===== src/rtl/sysMatPkg.sv =====
package sysMatPkg;
  // Strobes from the sequencer to the datapath
  typedef struct packed {
    logic clear; // zero accumulators and in-flight operands
    logic load;  // edge feeders capture their operand vectors
    logic run;   // one systolic step
    logic shift; // move accumulators one row downward
  } ctlStrobes_t;
endpackage


===== src/rtl/sysMatCell.sv =====
module sysMatCell #(
  parameter int DW = 8,
  parameter int AW = 18
) (
  input  logic          clk,
  input  logic          rstN,
  input  logic          clear,
  input  logic          run,
  input  logic          shift,
  input  logic [DW-1:0] leftIn,
  input  logic [DW-1:0] topIn,
  input  logic [AW-1:0] accAbove,
  output logic [DW-1:0] rightOut,
  output logic [DW-1:0] downOut,
  output logic [AW-1:0] accOut
);
  localparam int PW = 2 * DW;

  logic [PW-1:0] prod;
  assign prod = leftIn * topIn;

  // Registered neighbour links: one step of delay per hop
  always_ff @(posedge clk or negedge rstN) begin
    if (!rstN) begin
      rightOut <= '0;
      downOut  <= '0;
    end else if (clear) begin
      rightOut <= '0;
      downOut  <= '0;
    end else if (run) begin
      rightOut <= leftIn;
      downOut  <= topIn;
    end
  end

  // Stationary accumulator, which doubles as a shift stage during unload
  always_ff @(posedge clk or negedge rstN) begin
    if (!rstN)       accOut <= '0;
    else if (clear)  accOut <= '0;
    else if (run)    accOut <= accOut + AW'(prod);
    else if (shift)  accOut <= accAbove;
  end
endmodule


===== src/rtl/sysMatFeeder.sv =====
module sysMatFeeder #(
  parameter int N   = 4,
  parameter int DW  = 8,
  parameter int LAG = 0
) (
  input  logic            clk,
  input  logic            rstN,
  input  logic            load,
  input  logic            run,
  input  logic [N*DW-1:0] vecIn,
  output logic [DW-1:0]   dOut
);
  localparam int CW = $clog2(3 * N + 1) + 1;

  logic [N*DW-1:0] vecReg;
  logic [CW-1:0]   stepCnt;
  logic [CW-1:0]   relIdx;
  logic            inWindow;

  always_ff @(posedge clk or negedge rstN) begin
    if (!rstN) begin
      vecReg  <= '0;
      stepCnt <= '0;
    end else if (load) begin
      vecReg  <= vecIn;
      stepCnt <= '0;
    end else if (run && stepCnt != {CW{1'b1}}) begin
      stepCnt <= stepCnt + 1'b1;
    end
  end

  // Skew by LAG steps; after the N real values, pad with zeros
  assign relIdx   = stepCnt - CW'(LAG);
  assign inWindow = (stepCnt >= CW'(LAG)) && (relIdx < CW'(N));

  always_comb begin
    dOut = '0;
    for (int k = 0; k < N; k++) begin
      if (inWindow && relIdx == CW'(k)) dOut = vecReg[k*DW +: DW];
    end
  end
endmodule


===== src/rtl/sysMatDatapath.sv =====
module sysMatDatapath
  import sysMatPkg::*;
#(
  parameter int N  = 4,
  parameter int DW = 8,
  parameter int AW = 2 * DW + $clog2(N)
) (
  input  logic              clk,
  input  logic              rstN,
  input  ctlStrobes_t       stb,
  input  logic [N*N*DW-1:0] lMat,
  input  logic [N*N*DW-1:0] tMat,
  output logic [N*AW-1:0]   bottomRow
);
  logic [DW-1:0] hLink [N][N+1];
  logic [DW-1:0] vLink [N+1][N];
  logic [AW-1:0] accLink [N+1][N];

  genvar i, j, k;

  // Left-edge sequencers: row i of L, delayed i steps
  generate
    for (i = 0; i < N; i++) begin : g_left
      sysMatFeeder #(.N(N), .DW(DW), .LAG(i)) u_feed (
        .clk(clk), .rstN(rstN), .load(stb.load), .run(stb.run),
        .vecIn(lMat[i*N*DW +: N*DW]), .dOut(hLink[i][0])
      );
    end
  endgenerate

  // Top-edge sequencers: column j of T, delayed j steps
  generate
    for (j = 0; j < N; j++) begin : g_top
      logic [N*DW-1:0] colVec;
      for (k = 0; k < N; k++) begin : g_gather
        assign colVec[k*DW +: DW] = tMat[(k*N+j)*DW +: DW];
      end
      sysMatFeeder #(.N(N), .DW(DW), .LAG(j)) u_feed (
        .clk(clk), .rstN(rstN), .load(stb.load), .run(stb.run),
        .vecIn(colVec), .dOut(vLink[0][j])
      );
      assign accLink[0][j] = '0;
    end
  endgenerate

  // Cell grid
  generate
    for (i = 0; i < N; i++) begin : g_row
      for (j = 0; j < N; j++) begin : g_col
        sysMatCell #(.DW(DW), .AW(AW)) u_cell (
          .clk(clk), .rstN(rstN),
          .clear(stb.clear), .run(stb.run), .shift(stb.shift),
          .leftIn(hLink[i][j]), .topIn(vLink[i][j]),
          .accAbove(accLink[i][j]),
          .rightOut(hLink[i][j+1]), .downOut(vLink[i+1][j]),
          .accOut(accLink[i+1][j])
        );
      end
    end
  endgenerate

  generate
    for (j = 0; j < N; j++) begin : g_out
      assign bottomRow[j*AW +: AW] = accLink[N][j];
    end
  endgenerate
endmodule


===== src/rtl/sysMatControl.sv =====
module sysMatControl
  import sysMatPkg::*;
#(
  parameter int N = 4
) (
  input  logic        clk,
  input  logic        rstN,
  input  logic        start,
  output ctlStrobes_t stb,
  output logic        busy,
  output logic        done,
  output logic        outValid
);
  localparam int COMP_LAST = 3 * N - 3;
  localparam int UNLD_LAST = N - 1;
  localparam int CW        = $clog2(3 * N + 1) + 1;

  typedef enum logic [1:0] {S_IDLE, S_COMP, S_UNLD} phase_t;

  phase_t        phase;
  logic [CW-1:0] phaseCnt;
  logic          accept;

  assign accept = (phase == S_IDLE) && start;

  always_ff @(posedge clk or negedge rstN) begin
    if (!rstN) begin
      phase    <= S_IDLE;
      phaseCnt <= '0;
    end else begin
      unique case (phase)
        S_IDLE: if (start) begin
          phase    <= S_COMP;
          phaseCnt <= '0;
        end
        S_COMP: if (phaseCnt == CW'(COMP_LAST)) begin
          phase    <= S_UNLD;
          phaseCnt <= '0;
        end else begin
          phaseCnt <= phaseCnt + 1'b1;
        end
        S_UNLD: if (phaseCnt == CW'(UNLD_LAST)) begin
          phase    <= S_IDLE;
          phaseCnt <= '0;
        end else begin
          phaseCnt <= phaseCnt + 1'b1;
        end
        default: phase <= S_IDLE;
      endcase
    end
  end

  always_comb begin
    stb.clear = accept;
    stb.load  = accept;
    stb.run   = (phase == S_COMP);
    stb.shift = (phase == S_UNLD);
  end

  assign busy     = (phase != S_IDLE);
  assign outValid = (phase == S_UNLD);
  assign done     = (phase == S_UNLD) && (phaseCnt == '0);
endmodule


===== src/rtl/sysMatTop.sv =====
module sysMatTop
  import sysMatPkg::*;
#(
  parameter int N  = 4,
  parameter int DW = 8,
  parameter int AW = 2 * DW + $clog2(N)
) (
  input  logic              clk,
  input  logic              rstN,
  input  logic              start,
  input  logic [N*N*DW-1:0] lMat,
  input  logic [N*N*DW-1:0] tMat,
  output logic              busy,
  output logic              done,
  output logic              outValid,
  output logic [N*AW-1:0]   outRow
);
  ctlStrobes_t     stb;
  logic [N*AW-1:0] bottomRow;

  sysMatControl #(.N(N)) u_ctl (
    .clk(clk), .rstN(rstN), .start(start), .stb(stb),
    .busy(busy), .done(done), .outValid(outValid)
  );

  sysMatDatapath #(.N(N), .DW(DW), .AW(AW)) u_dp (
    .clk(clk), .rstN(rstN), .stb(stb),
    .lMat(lMat), .tMat(tMat), .bottomRow(bottomRow)
  );

  assign outRow = outValid ? bottomRow : '0;
endmodule


===== config.mk =====
export PLATFORM = sky130hd
export DESIGN_NAME = sysMatTop
export DESIGN_NICKNAME = d
export VERILOG_FILES = /design/src/rtl/sysMatPkg.sv /design/src/rtl/sysMatCell.sv /design/src/rtl/sysMatFeeder.sv /design/src/rtl/sysMatDatapath.sv /design/src/rtl/sysMatControl.sv /design/src/rtl/sysMatTop.sv
export SDC_FILE = /design/constraint.sdc
export NUM_CORES = 2
export LEC_CHECK = 0
export CORE_MARGIN = 2
export CORE_UTILIZATION = 45
export DETAILED_ROUTE_END_ITERATION = 12
export HOLD_SLACK_MARGIN = 0.08
export PLACE_DENSITY = 0.68
export SKIP_CTS_REPAIR_TIMING = 1
export SLEW_MARGIN = 40
export SYNTH_ARGS = -nofsm -noshare
export SYNTH_HDL_FRONTEND = slang
export SYNTH_SLANG_ARGS = --single-unit

===== constraint.sdc =====
create_clock -name clk -period 11.65 [get_ports clk]
set_input_delay 2.33 -clock clk [delete_from_list [all_inputs] [get_ports clk]]
set_output_delay 2.33 -clock clk [all_outputs]
set_load 0.03 [all_outputs]

==> metrics.csv <==
metric,value,unit
initial DRC count,3959,
GP Congestion,0.907,
"flops & latches, synth",783,
Sequential Power Share,0.299,
Die ar.,174000,sq um
clock power share,0.197,
FP Rows,151,
multi-input logic area,50500,sq um
Critical Path Source Type,flop,
post-detail-place hpwl,151000,um
Critical Path Sink,u_dp.g_row[1].g_col[0].u_cell.accOut[15],
Slew headroom,0.434,
RSZ-0062 raised after global routing,no,
Post-DRT Antenna Nets,0,
final count of hold timing violations,0,
Die Y,417,um
Mapped Cells,8660,
maximum vdd drop,188,uV
ys async rst share,1.00,
Worst Setup End Kind,flop,
largest net degree at the start of global routing,191,
Cell Int Power,8.62,mW
Die W,417,um
Max Cap Viol,0,
clk sinks,783,
Synth area leader,dfrtp_1,
total wire length,197000,um
register area share after synthesis,0.255,
core box area,169000,sq um
"Clk pin slew, worst setup/hold paths",0.06,ns
H-tree Lvls,3,
clock root buffer,clkbuf_16,
required time of the critical path,12.21,ns
Power Density,190,nW/um^2
Area contributors post-synth,"dfrtp_1, fa_1, ha_1",
Yosys top cell area share,0.255,
Post-synth EDFFs,0,
worst slew pin tran,0.847,ns
YS warnings,0,
Syn Std Cell Area,76800,sq um
via/cell ratio,5.27,
r2r setup slk,4.87,ns
CTS tree,built,
kind of critical path,reg2reg,
status,"finished, final reports clean",
total power,16.2,mW
Synth Area per Inst,8.87,sq um
worst-skew pair later-pin latency,0.73,ns
Comb power frac,0.504,
Final #Nets,10483,
Final Max Slew Viols,0,
Setup TNS,0,ns
Lkg Pwr,43.6,nW
Fmax,147,MHz
Tmin final,6.78,ns
"Area growth, synth to finish",11.0,%
Worst EP arrival,7.35,ns
list of most frequent post-synthesis cells,"nand2_1, inv_1, fa_1",
Storage cell area,19600,sq um
share of cells above drive strength 1,0.0330,
Post-synth top flop,dfrtp_1,
DR vias,58138,
Clock Tree Buf Depth,3,
DR pass1 iterations,8,
CP startpoint,u_dp.g_left[1].u_feed.stepCnt[0],
Sw Ratio,0.467,
cell with the most instances after synthesis,nand2_1,
worst hold path class,reg2reg,
Net Switching,7.55,mW
number of remaining DRC errors,0,
Initial Utilization,0.453,
number of global-route vias before repair,60981,
aggregate global routing overflow,0,
Synth cell types,90,
average wire per cell in the routed design,17.8,um
Num CTS Buffers,96,
first-pass GRT wire length,328000,um
num ports,334,
port bufs,333,
FF-to-FF path depth,23,
syn_nets,10417,
overall global routing resource usage,0.231,
Final Cycle Share,0.582,
CP max FO,16,
Final Skew,0.0372,ns
final setup fails,0,
worst reg2reg startpoint,u_dp.g_left[1].u_feed.stepCnt[0],
fillcell total,15590,
initial antenna violation count,1,
Critical R2R Capture,u_dp.g_row[1].g_col[0].u_cell.accOut[15],
-- sequential cells by signal, indices dropped and copies added, names as in the netlist --
name,flops
u_dp.g_row.g_col.u_cell.accOut,288
u_dp.g_row.g_col.u_cell.downOut,96
u_dp.g_top.u_feed.vecReg,128
u_dp.g_left.u_feed.stepCnt,20
u_ctl.phase,2
u_ctl.phaseCnt,5
u_dp.g_left.u_feed.vecReg,128
u_dp.g_row.g_col.u_cell.rightOut,96
u_dp.g_top.u_feed.stepCnt,20
-- critical path, stage by stage (launching register included) --
cell and delay [ns]:
dfrtp_1 0.47, inv_1 0.13, ha_1 0.39, and3b_1 0.27
a21oi_1 0.04, o21ai_0 0.32, mux2i_1 0.21, nor2_1 0.57
nand2_1 0.16, fa_1 0.53, inv_1 0.05, fa_1 0.46
ha_1 0.29, inv_1 0.05, fa_1 0.47, inv_1 0.06
fa_1 0.42, a211o_1 0.36, a2111oi_2 0.45, o31ai_2 0.16
nor4_2 0.32, nor3_1 0.13, xor2_1 0.16, o2bb2ai_1 0.14
-- logic make-up after synthesis --
kind of cell               Yosys count  synth area share
adders and majority gates         1498             0.322
DFF                                783             0.255
AOI/OAI and AO/OA                  992            0.0849
muxes                              391            0.0512
and+or+nand+nor                   3016             0.177
xor gates and xnor gates           177            0.0202
buffers and inverters             1803            0.0891
-- area by class of cell --
type | count | area share
Timing Repair Buffer | 373 | 0.0451
Tap cell | 2218 | 0.0325
Inverter | 1398 | 0.0616
Multi-Input combinational cell | 6074 | 0.592
Antenna cell | 1 | 0.0000293
Clock buffer | 126 | 0.0311
Sequential cell | 783 | 0.230
Clock inverter | 52 | 0.00775
-- placed cells by master, fill, tap and decap left out, types with 13 or more instances in the layout --
master,synthesis,layout
a211oi_1,135,135
a21o_1,55,55
a21oi_1,277,277
a222oi_1,17,17
a22o_1,21,21
a31oi_1,14,14
and2_1,551,550
and3_1,25,25
and3b_1,44,44
buf_4,3,16
buf_6,2,13
clkbuf_1,305,17
clkbuf_16,0,97
clkbuf_8,0,13
clkdlybuf4s50_1,0,332
clkinv_2,0,18
dfrtp_1,783,783
fa_1,800,800
ha_1,698,696
inv_1,1398,1397
mux2_2,18,18
mux2i_1,373,373
nand2_1,1514,1511
nand2b_1,28,28
nand3_1,26,26
nor2_1,611,597
nor2b_1,53,53
nor3_1,76,74
o211a_1,23,23
o211ai_1,20,20
o21a_1,45,45
o21ai_0,205,205
o21ai_1,16,16
o21bai_1,21,20
o22ai_1,35,35
o31ai_1,16,16
or3_1,22,22
xnor2_1,80,80
xor2_1,97,97
-- power groups by stage --
stage | Combinational (mW) | Clock (mW) | Sequential (mW)
detailed placement | 8.10 | 0 | 4.86
floorplan | 6.36 | 0 | 4.07
global placement | 7.84 | 0 | 4.85
CTS | 8.17 | 3.26 | 4.82
finish | 8.15 | 3.19 | 4.84
global route | 9.27 | 3.37 | 4.95
-- layer usage --
| layer | GRT usage | vias to the layer above | share of wire | routed length [um] |
|---|---|---|---|---|
| met3 | 0.0278 | 238 | 0.050 | 9900 |
| met1 | 0.337 | 29098 | 0.47 | 93000 |
| li1 | - | 27438 | - | - |
| met5 | 0 | - | 0 | 0 |
| met4 | 0.0648 | 0 | 0.025 | 4940 |
| met2 | 0.364 | 1364 | 0.45 | 88600 |
-- stage by stage --
step	utilization	hold WS [ns]	instance area (sq um)	instances	setup WS (ns)
finish	0.503	0.468	85300	11025	4.87
CTS	0.502	0.473	85200	11021	5.01
global route	0.503	0.491	85300	11024	4.56
floorplan	-	0.438	76800	8660	5.95
global placement	0.482	0.455	81700	10842	5.24
detailed placement	0.483	0.460	81800	10843	4.99
-- worst min-delay path by stage --
stage,start,to,cells after the start
finish,u_dp.g_left[1].u_feed.vecReg[2],u_dp.g_left[1].u_feed.vecReg[2],2
global route,u_dp.g_top[3].u_feed.vecReg[5],u_dp.g_top[3].u_feed.vecReg[5],2
detailed placement,u_dp.g_left[1].u_feed.vecReg[2],u_dp.g_left[1].u_feed.vecReg[2],2
global placement,u_dp.g_top[3].u_feed.vecReg[1],u_dp.g_top[3].u_feed.vecReg[1],2
floorplan,u_dp.g_top[2].u_feed.vecReg[3],u_dp.g_top[2].u_feed.vecReg[3],2
CTS,u_dp.g_left[1].u_feed.vecReg[2],u_dp.g_left[1].u_feed.vecReg[2],2
(Power assumes the default switching activity.)
